[config.mk]
export PLATFORM = sky130hd
export DESIGN_NAME = qirq_srcsel
export DESIGN_NICKNAME = d
export VERILOG_FILES = /design/src/rtl/qirq_pkg.sv /design/src/rtl/qirq_match.sv /design/src/rtl/qirq_cfg.sv /design/src/rtl/qirq_sticky.sv /design/src/rtl/qirq_srcsel.sv
export SDC_FILE = /design/constraint.sdc
export NUM_CORES = 1
export LEC_CHECK = 0
export ABC_CLOCK_PERIOD_IN_PS = 2800
export BUFFER_PORTS_ARGS = -buffer_cell sky130_fd_sc_hd__buf_2
export CORE_UTILIZATION = 25
export CTS_BUF_LIST = sky130_fd_sc_hd__clkbuf_16
export DETAILED_ROUTE_END_ITERATION = 8
export PLACE_DENSITY = 0.39
export SLEW_MARGIN = 20
export SYNTH_ARGS = -nofsm -noshare
export SYNTH_HDL_FRONTEND = slang
export SYNTH_HIERARCHICAL = 1
export SYNTH_SLANG_ARGS = --single-unit
[constraint.sdc]
create_clock -name clk -period 2.8 [get_ports clk]
set_input_delay 0.28 -clock clk [delete_from_list [all_inputs] [get_ports clk]]
set_output_delay 0.28 -clock clk [all_outputs]
set_load 0.02 [all_outputs]
[src/rtl/qirq_pkg.sv]
package qirq_pkg;

  // Trigger condition codes; bit 2 inverts, bits 1:0 index the flag nibble.
  typedef enum logic [2:0] {
    SRC_EMPTY       = 3'd0,
    SRC_NEMPTY      = 3'd1,
    SRC_NFULL       = 3'd2,
    SRC_FULL        = 3'd3,
    SRC_NOT_EMPTY   = 3'd4,
    SRC_NOT_NEMPTY  = 3'd5,
    SRC_NOT_NFULL   = 3'd6,
    SRC_NOT_FULL    = 3'd7
  } src_sel_e;

  localparam int unsigned FLAG_W   = 4;   // flags per lower queue
  localparam int unsigned CODE_W   = 3;   // select code width
  localparam int unsigned SLOT_W   = 4;   // slot width in a select word
  localparam int unsigned QSEL_LSB = 8;   // code field of the per-queue write
  localparam int unsigned ADDR_W   = 4;

  // Reset value of a lower flag nibble: empty and nearly-empty set.
  localparam logic [FLAG_W-1:0] FLAG_RST = 4'b0011;

  localparam logic [ADDR_W-1:0] A_SEL0   = 4'd0;
  localparam logic [ADDR_W-1:0] A_SELQ   = 4'd4;
  localparam logic [ADDR_W-1:0] A_EN_LO  = 4'd5;
  localparam logic [ADDR_W-1:0] A_EN_HI  = 4'd6;
  localparam logic [ADDR_W-1:0] A_ST_LO  = 4'd7;
  localparam logic [ADDR_W-1:0] A_ST_HI  = 4'd8;
  localparam logic [ADDR_W-1:0] A_HI_NE  = 4'd9;
  localparam logic [ADDR_W-1:0] A_HI_FUL = 4'd10;

endpackage

[src/rtl/qirq_match.sv]
module qirq_match
  import qirq_pkg::*;
#(
  parameter int unsigned NQ = 32
) (
  input  logic [NQ*FLAG_W-1:0]          flags_i,
  input  logic [NQ-1:0][CODE_W-1:0]     code_i,
  output logic [NQ-1:0]                 cond_o
);

  for (genvar q = 0; q < NQ; q++) begin : g_q
    src_sel_e              sel;
    logic [FLAG_W-1:0]     nib;
    logic                  picked;
    assign sel    = src_sel_e'(code_i[q]);
    assign nib    = flags_i[q*FLAG_W +: FLAG_W];
    assign picked = nib[sel[1:0]];
    // Positive codes want the flag set, inverted codes want it clear.
    assign cond_o[q] = (picked == ~sel[2]);
  end

endmodule

[src/rtl/qirq_cfg.sv]
module qirq_cfg
  import qirq_pkg::*;
#(
  parameter int unsigned NQ = 32,
  parameter int unsigned NH = 32,
  parameter int unsigned DW = 32
) (
  input  logic                        clk,
  input  logic                        rst_n,
  input  logic                        we_i,
  input  logic [ADDR_W-1:0]           addr_i,
  input  logic [DW-1:0]               wdata_i,
  output logic [NQ-1:0][CODE_W-1:0]   code_o,
  output logic                        ctl_o,
  output logic [NQ-1:0]               en_lo_o,
  output logic [NH-1:0]               en_hi_o,
  output logic [NQ*SLOT_W/DW-1:0][DW-1:0] sel_word_o
);

  localparam int unsigned SLOTS = DW / SLOT_W;
  localparam int unsigned NREG  = NQ / SLOTS;
  localparam int unsigned QW    = $clog2(NQ);

  logic [NQ-1:0][CODE_W-1:0] code_q;
  logic                      ctl_q;
  logic                      q_we;
  logic [QW-1:0]             q_idx;
  logic [CODE_W-1:0]         q_code;

  assign q_we   = we_i && (addr_i == A_SELQ);
  assign q_idx  = wdata_i[QW-1:0];
  assign q_code = wdata_i[QSEL_LSB +: CODE_W];

  for (genvar r = 0; r < NREG; r++) begin : g_reg
    logic word_we;
    assign word_we = we_i && (addr_i == ADDR_W'(A_SEL0 + r));
    for (genvar s = 0; s < SLOTS; s++) begin : g_slot
      localparam int unsigned Q = r * SLOTS + s;
      always_ff @(posedge clk) begin
        if (!rst_n)                       code_q[Q] <= '0;
        else if (word_we)                 code_q[Q] <= wdata_i[s*SLOT_W +: CODE_W];
        else if (q_we && q_idx == QW'(Q)) code_q[Q] <= q_code;
      end
      if (r == 0 && s == 0) begin : g_ctl
        assign sel_word_o[r][s*SLOT_W +: SLOT_W] = {ctl_q, code_q[Q]};
      end else begin : g_rsv
        assign sel_word_o[r][s*SLOT_W +: SLOT_W] = {1'b0, code_q[Q]};
      end
    end
  end

  always_ff @(posedge clk) begin
    if (!rst_n) begin
      ctl_q   <= 1'b0;
      en_lo_o <= '0;
      en_hi_o <= '0;
    end else if (we_i) begin
      if (addr_i == A_SEL0)  ctl_q   <= wdata_i[CODE_W];
      if (addr_i == A_EN_LO) en_lo_o <= wdata_i[NQ-1:0];
      if (addr_i == A_EN_HI) en_hi_o <= wdata_i[NH-1:0];
    end
  end

  assign code_o = code_q;
  assign ctl_o  = ctl_q;

  AST_CTL_HELD: assert property (@(posedge clk) disable iff (!rst_n)
    q_we |=> (ctl_o == $past(ctl_o)));

endmodule

[src/rtl/qirq_sticky.sv]
module qirq_sticky #(
  parameter int unsigned N = 32
) (
  input  logic          clk,
  input  logic          rst_n,
  input  logic [N-1:0]  cond_i,
  input  logic          clr_we_i,
  input  logic [N-1:0]  clr_i,
  input  logic [N-1:0]  en_i,
  output logic [N-1:0]  st_o,
  output logic          irq_o
);

  logic [N-1:0] prev_q;
  logic [N-1:0] st_q;
  logic [N-1:0] rise;
  logic [N-1:0] clr_m;

  assign rise  = cond_i & ~prev_q;
  assign clr_m = clr_we_i ? clr_i : '0;

  always_ff @(posedge clk) begin
    if (!rst_n) begin
      prev_q <= '1;
      st_q   <= '1;
      irq_o  <= 1'b0;
    end else begin
      prev_q <= cond_i;
      st_q   <= (st_q & ~clr_m) | rise;   // a new event beats a clear
      irq_o  <= |(st_q & en_i);
    end
  end

  assign st_o = st_q;

  AST_SET_ON_RISE: assert property (@(posedge clk) disable iff (!rst_n)
    (|rise) |=> ((st_q & $past(rise)) == $past(rise)));
  AST_ONLY_RISE_SETS: assert property (@(posedge clk) disable iff (!rst_n)
    rst_n |=> ((st_q & ~$past(st_q) & ~$past(rise)) == '0));
  AST_CLR_TAKES: assert property (@(posedge clk) disable iff (!rst_n)
    clr_we_i |=> ((st_q & $past(clr_i & ~rise)) == '0));
  AST_IRQ_QUIET: assert property (@(posedge clk) disable iff (!rst_n)
    (en_i == '0) |=> !irq_o);

endmodule

[src/rtl/qirq_srcsel.sv]
module qirq_srcsel
  import qirq_pkg::*;
#(
  parameter int unsigned NQ_LO = 32,
  parameter int unsigned NQ_HI = 32,
  parameter int unsigned DW    = 32
) (
  input  logic                     clk,
  input  logic                     rst_n,
  input  logic                     reg_we,
  input  logic                     reg_re,
  input  logic [ADDR_W-1:0]        reg_addr,
  input  logic [DW-1:0]            reg_wdata,
  output logic [DW-1:0]            reg_rdata,
  input  logic [NQ_LO*FLAG_W-1:0]  lo_flags,
  input  logic [NQ_HI-1:0]         hi_ne,
  input  logic [NQ_HI-1:0]         hi_full,
  output logic                     irq_lo,
  output logic                     irq_hi,
  output logic                     glob_ctl
);

  localparam int unsigned NREG = NQ_LO * SLOT_W / DW;

  logic [NQ_LO*FLAG_W-1:0]      lo_flags_q;
  logic [NQ_HI-1:0]             hi_ne_q;
  logic [NQ_HI-1:0]             hi_full_q;
  logic [NQ_LO-1:0][CODE_W-1:0] code;
  logic [NQ_LO-1:0]             en_lo;
  logic [NQ_HI-1:0]             en_hi;
  logic [NREG-1:0][DW-1:0]      sel_word;
  logic [NQ_LO-1:0]             cond_lo;
  logic [NQ_LO-1:0]             st_lo;
  logic [NQ_HI-1:0]             st_hi;
  logic [DW-1:0]                rd_d;

  // Flag sampling stage
  always_ff @(posedge clk) begin
    if (!rst_n) begin
      lo_flags_q <= {NQ_LO{FLAG_RST}};
      hi_ne_q    <= '1;
      hi_full_q  <= '0;
    end else begin
      lo_flags_q <= lo_flags;
      hi_ne_q    <= hi_ne;
      hi_full_q  <= hi_full;
    end
  end

  qirq_cfg #(.NQ(NQ_LO), .NH(NQ_HI), .DW(DW)) u_cfg (
    .clk        (clk),
    .rst_n      (rst_n),
    .we_i       (reg_we),
    .addr_i     (reg_addr),
    .wdata_i    (reg_wdata),
    .code_o     (code),
    .ctl_o      (glob_ctl),
    .en_lo_o    (en_lo),
    .en_hi_o    (en_hi),
    .sel_word_o (sel_word)
  );

  qirq_match #(.NQ(NQ_LO)) u_match (
    .flags_i (lo_flags_q),
    .code_i  (code),
    .cond_o  (cond_lo)
  );

  qirq_sticky #(.N(NQ_LO)) u_st_lo (
    .clk      (clk),
    .rst_n    (rst_n),
    .cond_i   (cond_lo),
    .clr_we_i (reg_we && reg_addr == A_ST_LO),
    .clr_i    (reg_wdata[NQ_LO-1:0]),
    .en_i     (en_lo),
    .st_o     (st_lo),
    .irq_o    (irq_lo)
  );

  qirq_sticky #(.N(NQ_HI)) u_st_hi (
    .clk      (clk),
    .rst_n    (rst_n),
    .cond_i   (hi_ne_q),
    .clr_we_i (reg_we && reg_addr == A_ST_HI),
    .clr_i    (reg_wdata[NQ_HI-1:0]),
    .en_i     (en_hi),
    .st_o     (st_hi),
    .irq_o    (irq_hi)
  );

  // Read mux
  always_comb begin
    rd_d = '0;
    for (int r = 0; r < NREG; r++) begin
      if (reg_addr == ADDR_W'(A_SEL0 + r)) rd_d = sel_word[r];
    end
    case (reg_addr)
      A_EN_LO:  rd_d = DW'(en_lo);
      A_EN_HI:  rd_d = DW'(en_hi);
      A_ST_LO:  rd_d = DW'(st_lo);
      A_ST_HI:  rd_d = DW'(st_hi);
      A_HI_NE:  rd_d = DW'(hi_ne_q);
      A_HI_FUL: rd_d = DW'(hi_full_q);
      default:  ;
    endcase
  end

  always_ff @(posedge clk) begin
    if (!rst_n)      reg_rdata <= '0;
    else if (reg_re) reg_rdata <= rd_d;
  end

  AST_FULL_NO_EVENT: assert property (@(posedge clk) disable iff (!rst_n)
    ($stable(hi_ne_q) && !(reg_we && reg_addr == A_ST_HI)) |=> $stable(st_hi));

endmodule

==> run_results.csv, run 1 <==
group,metric,value,unit
run_status,outcome,"completed",
power,max-vdd-ir-drop,0.381,mV
power,p_int,0.0133,W
setup_path,endpoint_kind,"register",
placement,port_buffers,266,
setup_path,rr_worst_depth,4,
global_routing,busiest_layer,"met2",
global_routing,grt_max_degree,157,
floorplanning,die_x,304,um
placement,dp_hpwl,74.8,mm
timing,finClkSkew,0.0265,ns
setup_path,worstPathRequired,3.37,ns
yosys,synth_edf_count,0,
drt,postRouteAntennaNets,0,
yosys,synth_xor_area_frac,0.0123,
yosys,synthMuxAreaShare,0.0939,
yosys,post_synth.cell_area_avg,9.23,um2
yosys,yosysTopAreaCell,"dfxtp_1",
setup_path,reg2reg_from,"u_cfg/code_o[81]$_SDFFE_PN0P_",
final_layout,syn_to_final_growth,25.6,%
floorplanning,initial_core_util,0.253,
setup_path,worstSetupStartpoint,"u_cfg/code_o[81]$_SDFFE_PN0P_",
worst_hold_path,min_delay_path_depth,3,
timing,slew_violations,0,
yosys,synth_adder_area_share,0,
clocking,cts_tree,"yes",
drt,vias,19400,
yosys,synth_seq_area_share,0.453,
yosys,synth_area,22800,um2
setup_path,crit_path_max_fanout,3,
drt,wire_per_inst,25.5,um
timing,finalHoldViolCount,0,
setup_path,cp.arrival,2.55,ns
power,power.sequential.fraction,0.433,
power,powerDensity,632,nW/um2
setup_path,path_class,"register to register",
setup_path,r2r_end,"u_st_lo/st_o[27]$_SDFF_PN1_",
clocking,cts-root-buf,"clkbuf_16",
placement,dpl-instance-area,24500,um2
yosys,synth_cells,2469,
global_routing,grt-ovfl-total,0,
global_routing,grt_first_pass_wirelength,144,mm
timing,setup_tns,0,ns
drt,first_iter_violations,1578,
global_routing,grt_use_met1,0.280,
setup_path,startpoint_type,"register",
final_layout,finalNetCount,3027,
run,cap_violations,0,
timing,worst_pin_slew,0.886,ns
clocking,clockBufferDepth,3,
clocking,clk-insertion-delay-late,0.63,ns
power,combPwrFrac,0.105,
yosys,synthSimpleGateAreaFrac,0.208,
global_routing,groute.usage.overall,0.217,
final_layout,fin_area,28600,um2
global_routing,antenna_found_initial,9,
placement,gp_congestion,0.893,
setup_path,reg2reg_slack,0.82,ns
global_routing,grt_pass1_vias,19000,
yosys,synth_top_family_by_area,"simple AND/OR/NAND/NOR gates",
clocking,cts_setup_buffers,0,
timing,final-setup-viol-count,0,
clocking,cts-buffers-inserted,67,
global_routing,grtUsageMet2,0.368,
timing,fmaxAchievable,0.505,GHz
yosys,ys.flop_type,"dfxtp_1",
yosys,synth.most_common_cell,"dfxtp_1",
drt,vias_per_cell,4.84,
yosys,async_flop_share,0,
global_routing,use_met3,0.0283,
timing,period_needed,1.98,ns
worst_hold_path,hold_class,"input pin to register",
drt,wirelength,102,mm
yosys,netlist.area_leader.share,0.453,
timing,max-slew-margin-rel,0.409,
floorplanning,design.core.area,90100,um2
floorplanning,rows,110,
floorplanning,die_area,92300,um2
drt,dr.pass1.iters,6,
yosys,yosysWarnings,6,
clocking,cts_sinks,515,
clocking,cts.htree.levels,3,
drt,drc,0,
timing,min_period_over_period,0.707,
power,p_leak,11.8,nW
clocking,clk_pin_slew_worst_paths,0.06,ns
floorplanning,io_pins,267,
timing,grt_setup_unrepaired,"false",
yosys,synthTopCellsByCount,"dfxtp_1 (515), nand2_1 (341), nand2b_1 (229), buf_4 (143), o21ai_0 (129)",
power,clkPwrFrac,0.462,
worst_hold_path,whs_endpoint,"u_cfg/en_hi_o[31]$_SDFFE_PN0P_",
power,p_sw_frac,0.264,
yosys,synthDistinctLibCells,64,
power,power.switching,0.00478,W
worst_hold_path,min_from,"reg_wdata[31]",
final_layout,layout-drive-gt1-share,0.176,
yosys,synth_compound_area_frac,0.151,
floorplanning,die_h,304,um
yosys,synth-seq-cells,515,
yosys,synth.area.top_cells,"dfxtp_1 (45%), nand2b_1 (6.3%), nand2_1 (5.6%)",
sequential cells by signal (all words and copies together) (netlist names), 32 cells and up:
register,cells
hi_full_q,32
hi_ne_q,32
lo_flags_q,128
reg_rdata,32
u_cfg/code_o,96
u_cfg/en_hi_o,32
u_cfg/en_lo_o,32
u_st_hi/prev_q,32
u_st_hi/st_o,32
u_st_lo/prev_q,32
u_st_lo/st_o,32
final cells by class:
type	count	area, um2
fillers	9399	61500
multi-input cells	1669	10700
flip-flops and latches	515	10300
repair buffers	537	3980
clock buffers	70	1750
well taps	1176	1470
clock inverters	48	350
inverters	5	18.8
diodes	2	5.00
worst max-delay path: stages (launching register included):
cell	delay, ns
dfxtp_1	0.49
mux4_2	0.58
xor2_1	0.46
nand2b_1	0.25
nand3_1	0.14
layout by cell type, fill, tap and decap left out, types with 8 or more instances in the layout:
master	instances
dfxtp_1	515
nand2_1	341
buf_2	263
nand2b_1	229
dlygate4sd3_1	197
o21ai_0	129
mux2i_1	127
a21oi_1	111
and2_1	101
nand3_1	96
clkbuf_16	70
buf_4	67
nor2b_1	66
a21boi_0	64
a22oi_1	51
mux4_2	37
a211oi_1	32
xor2_1	32
conb_1	31
nor2_1	29
o22ai_1	25
o21ai_1	22
inv_1	20
a31oi_1	16
a32o_1	15
o221ai_1	14
clkinv_1	11
clkinv_2	11
nand4_1	9
a22o_1	8
buf_12	8
power by group through the flow:
stage	combinational, W	clock [W]	sequential, W
after floorplan	0.000952	0	0.00789
after global placement	0.00168	0	0.00799
after detailed placement	0.00168	0	0.00799
after CTS	0.00190	0.00858	0.00783
after global routing	0.00203	0.00888	0.00785
final	0.00190	0.00836	0.00782
timing repair:
item	in CTS	in global routing
hold buffers	197	0
endpoints found under the setup margin	0	0
resized for setup	0	0
hold endpoints to repair	207	0
how the worst max path moves through the flow:
stage	to
floorplan	u_cfg/code_o[36]$_SDFFE_PN0P_
global placement	reg_rdata[20]$_SDFFE_PN0P_
detailed placement	reg_rdata[20]$_SDFFE_PN0P_
CTS	u_st_lo/st_o[27]$_SDFF_PN1_
global route	u_st_lo/st_o[27]$_SDFF_PN1_
finish	u_st_lo/st_o[27]$_SDFF_PN1_
per-stage QoR:
step | utilization | worst slack (ns) | hold WS (ns) | power, W | cells
final | 0.317 | 0.821 | 0.0286 | 0.0181 | 4022
after global routing | 0.317 | 0.793 | 0.0249 | 0.0188 | 4020
after CTS | 0.317 | 0.857 | 0.00894 | 0.0183 | 4020
after detailed placement | 0.272 | 0.383 | 0.466 | 0.00967 | 3705
after global placement | 0.272 | 0.403 | 0.464 | 0.00967 | 3705
after floorplan | - | 1.25 | 0.381 | 0.00884 | 2499
layer usage:
metal / vias up / part of all wire
met2: 677 / 0.48
met5: - / 0.000078
li1: 9007 / -
met4: 2 / 0.035
met3: 139 / 0.051
met1: 9623 / 0.43
logic make-up after synthesis:
| group | after synthesis |
|---|---|
| and+or+nand+nor | 909 |
| muxes | 167 |
| xor gates and xnor gates | 32 |
| other | 1 |
| DFF | 515 |
| AOI/OAI and AO/OA | 530 |
| buffers and inverters | 315 |
Power figures use the tool's default switching activity.
==> inputs of run 2 (changes only) <==
--- a/config.mk
+++ b/config.mk
@@ -5,12 +5,13 @@
 export SDC_FILE = /design/constraint.sdc
 export NUM_CORES = 1
 export LEC_CHECK = 0
-export ABC_CLOCK_PERIOD_IN_PS = 2800
+export ABC_AREA = 1
+export ABC_CLOCK_PERIOD_IN_PS = 1700
 export BUFFER_PORTS_ARGS = -buffer_cell sky130_fd_sc_hd__buf_2
 export CORE_UTILIZATION = 25
 export CTS_BUF_LIST = sky130_fd_sc_hd__clkbuf_16
 export DETAILED_ROUTE_END_ITERATION = 8
-export PLACE_DENSITY = 0.39
+export PLACE_DENSITY = 0.4
 export SLEW_MARGIN = 20
 export SYNTH_ARGS = -nofsm -noshare
 export SYNTH_HDL_FRONTEND = slang
==> constraint.sdc (replaced) <==
create_clock -name clk -period 1.7 [get_ports clk]
set_input_delay 0.17 -clock clk [delete_from_list [all_inputs] [get_ports clk]]
set_output_delay 0.17 -clock clk [all_outputs]
set_load 0.02 [all_outputs]
==> run_results.csv, run 2 <==
group,metric,value,unit
final_layout,regMostFlops,"lo_flags_q",
yosys,synth_seq_area_share,0.436,
yosys,synthDistinctLibCells,31,
drt,wirelength,102,mm
drt,dr.pass1.iters,6,
clocking,cts-buffers-inserted,66,
timing,worst_pin_slew,0.635,ns
timing,setup_tns,0,ns
final_layout,largest_reg_flops,128,
timing,grt_setup_unrepaired,"false",
floorplanning,die_h,309,um
timing,slew_violations,0,
setup_path,critPathSlowestCell,"dfxtp_1",
power,max-vdd-ir-drop,0.480,mV
setup_path,endpoint_kind,"primary output",
final_layout,finalNetCount,4146,
worst_hold_path,hold_class,"input pin to register",
drt,first_iter_violations,1752,
drt,drc,0,
global_routing,groute.usage.overall,0.210,
clocking,cts.htree.levels,3,
timing,finClkSkew,0.0296,ns
power,p_leak,14.8,nW
yosys,async_flop_share,0,
global_routing,grt_pass1_vias,22200,
timing,finalHoldViolCount,0,
final_layout,mostFrequentLayoutCell,"nand2_1",
timing,fmaxAchievable,0.672,GHz
clocking,cts_tree,"yes",
power,powerDensity,961,nW/um2
clocking,cts_sinks,515,
yosys,netlist.area_leader.share,0.436,
timing,min_period_over_period,0.875,
yosys,synth.area.top_cells,"dfxtp_1 (44%), nand2_1 (17%), nand3_1 (7.4%)",
global_routing,grt-ovfl-total,0,
yosys,synth.most_common_cell,"nand2_1",
drt,postRouteAntennaNets,0,
floorplanning,die_area,95800,um2
yosys,yosysWarnings,6,
drt,vias_per_cell,4.45,
setup_path,startpoint_type,"register",
global_routing,antenna_found_initial,10,
final_layout,layout-drive-gt1-share,0.177,
timing,final-setup-viol-count,0,
placement,port_buffers,266,
run,cap_violations,0,
placement,place_ws,-0.149,ns
placement,placedCellCount,4860,
floorplanning,design.core.area,93500,um2
drt,vias,23200,
clocking,cts-root-buf,"clkbuf_16",
timing,finalWorstSetupSlack,0.212,ns
final_layout,syn_to_final_growth,31.9,%
floorplanning,die_x,309,um
global_routing,grt_max_degree,65,
clocking,clk-insertion-delay-late,0.62,ns
setup_path,path_buf_inv,1,
clocking,clockBufferDepth,3,
global_routing,grt_first_pass_wirelength,146,mm
setup_path,cp.arrival,1.32,ns
timing,max-slew-margin-rel,0.576,
floorplanning,io_pins,267,
yosys,synthTopCellsByCount,"nand2_1 (1093), dfxtp_1 (515), nand3_1 (350), inv_1 (322), nor2_1 (264)",
clocking,cts_setup_buffers,0,
yosys,post_synth.cell_area_avg,6.88,um2
setup_path,cp_slowest_stage_delay,0.48,ns
setup_path,crit_path_max_fanout,2,
final_layout,final_cells,5216,
floorplanning,rows,112,
clocking,clk_pin_slew_worst_paths,0.06,ns
yosys,synth_area,23600,um2
yosys,synth_edf_count,0,
run_status,outcome,"completed",
yosys,ys.flop_type,"dfxtp_1",
setup_path,critPathTopFamily,"flip-flops",
yosys,yosysTopAreaCell,"dfxtp_1",
timing,period_needed,1.49,ns
power,p_total,0.0300,W
drt,wire_per_inst,19.6,um
placement,dp_hpwl,78.2,mm
yosys,synth_cells,3433,
setup_path,path_cells,"buf_2",
clocking,cts_resized,0,
placement,gp_congestion,0.927,
setup_path,path_class,"register to primary output",
floorplanning,initial_core_util,0.253,
final_layout,most-common-layout-cells,"nand2_1 (1093), dfxtp_1 (515), nand3_1 (346)",
setup_path,worstPathRequired,1.53,ns
yosys,synth-seq-cells,515,
run 2: cell types whose count changed after synthesis, moves of 68 or more:
cell	delta
nand3_1	+254
inv_1	+317
nor2_1	+235
and2_1	-101
mux2i_1	-127
nor2b_1	-68
or2_2	+96
nand2b_1	-229
nand2_1	+752
run 2: what timing repair did:
item / in CTS / in global routing
hold endpoints to repair: 258 / 0
endpoints found under the setup margin: 0 / 0
hold buffers: 240 / 0
run 2: power by group:
part / switching, W / total [W] / internal, W
registers: 0.000301 / 0.0128 / 0.0125
clock network: 0.00568 / 0.0138 / 0.00814
logic: 0.00194 / 0.00331 / 0.00137
total: 0.00792 / 0.0300 / 0.0220
run 2: area by class of cell:
class                           instances  area, um2
Clock buffer                           68       1700
Tap cell                             1254       1570
Timing Repair Buffer                  672       5400
Multi-Input combinational cell       2329      10600
Fill cell                           10200      62300
Sequential cell                       515      10300
Clock inverter                         47        383
Antenna cell                            1       2.50
Inverter                              330       1240
run 2: final timing paths:
path | startpoint | end | slack (ns) | cells after the start
worst min-delay path | reg_re | reg_rdata[13]$_SDFFE_PN0P_ | 0.05 | 3
worst max-delay path | reg_rdata[11]$_SDFFE_PN0P_ | reg_rdata[11] | 0.21 | 1
worst max register to register | u_cfg/code_o[16]$_SDFFE_PN0P_ | reg_rdata[21]$_SDFFE_PN0P_ | 0.24 | 6
worst min register to register | u_st_lo/prev_q[0]$_SDFF_PN1_ | u_st_lo/st_o[0]$_SDFF_PN1_ | 0.43 | 1
run 2: metrics by stage:
step,utilization,hold WS (ns),instance area [um2]
2_1_floorplan,-,0.268,23700
4_1_cts,0.333,0.00522,31200
5_1_grt,0.333,0.0247,31200
3_3_place_gp,0.285,0.357,26700
3_5_place_dp,0.285,0.353,26700
6_report,0.333,0.0537,31200
run 2: kinds of logic (layout without fill, tap and decap cells):
kind of cell / Yosys count / count (layout) / share of synthesized area
other: 1 / 32 / 0.000159
flip-flops: 515 / 515 / 0.436
AO/OA/AOI/OAI: 387 / 387 / 0.0893
AND/OR/NAND/NOR: 1911 / 1911 / 0.351
buffers and inverters: 619 / 1117 / 0.124
run 2: per-layer routing:
| layer | vias to the layer above | share of wire | global-route usage | routed length [um] |
|---|---|---|---|---|
| li1 | 11600 | - | - | - |
| met1 | 10700 | 0.44 | 0.273 | 45400 |
| met2 | 693 | 0.47 | 0.351 | 48000 |
| met3 | 156 | 0.057 | 0.0344 | 5800 |
| met4 | 8 | 0.032 | 0.0715 | 3290 |
| met5 | - | 0.00053 | 0 | 54 |
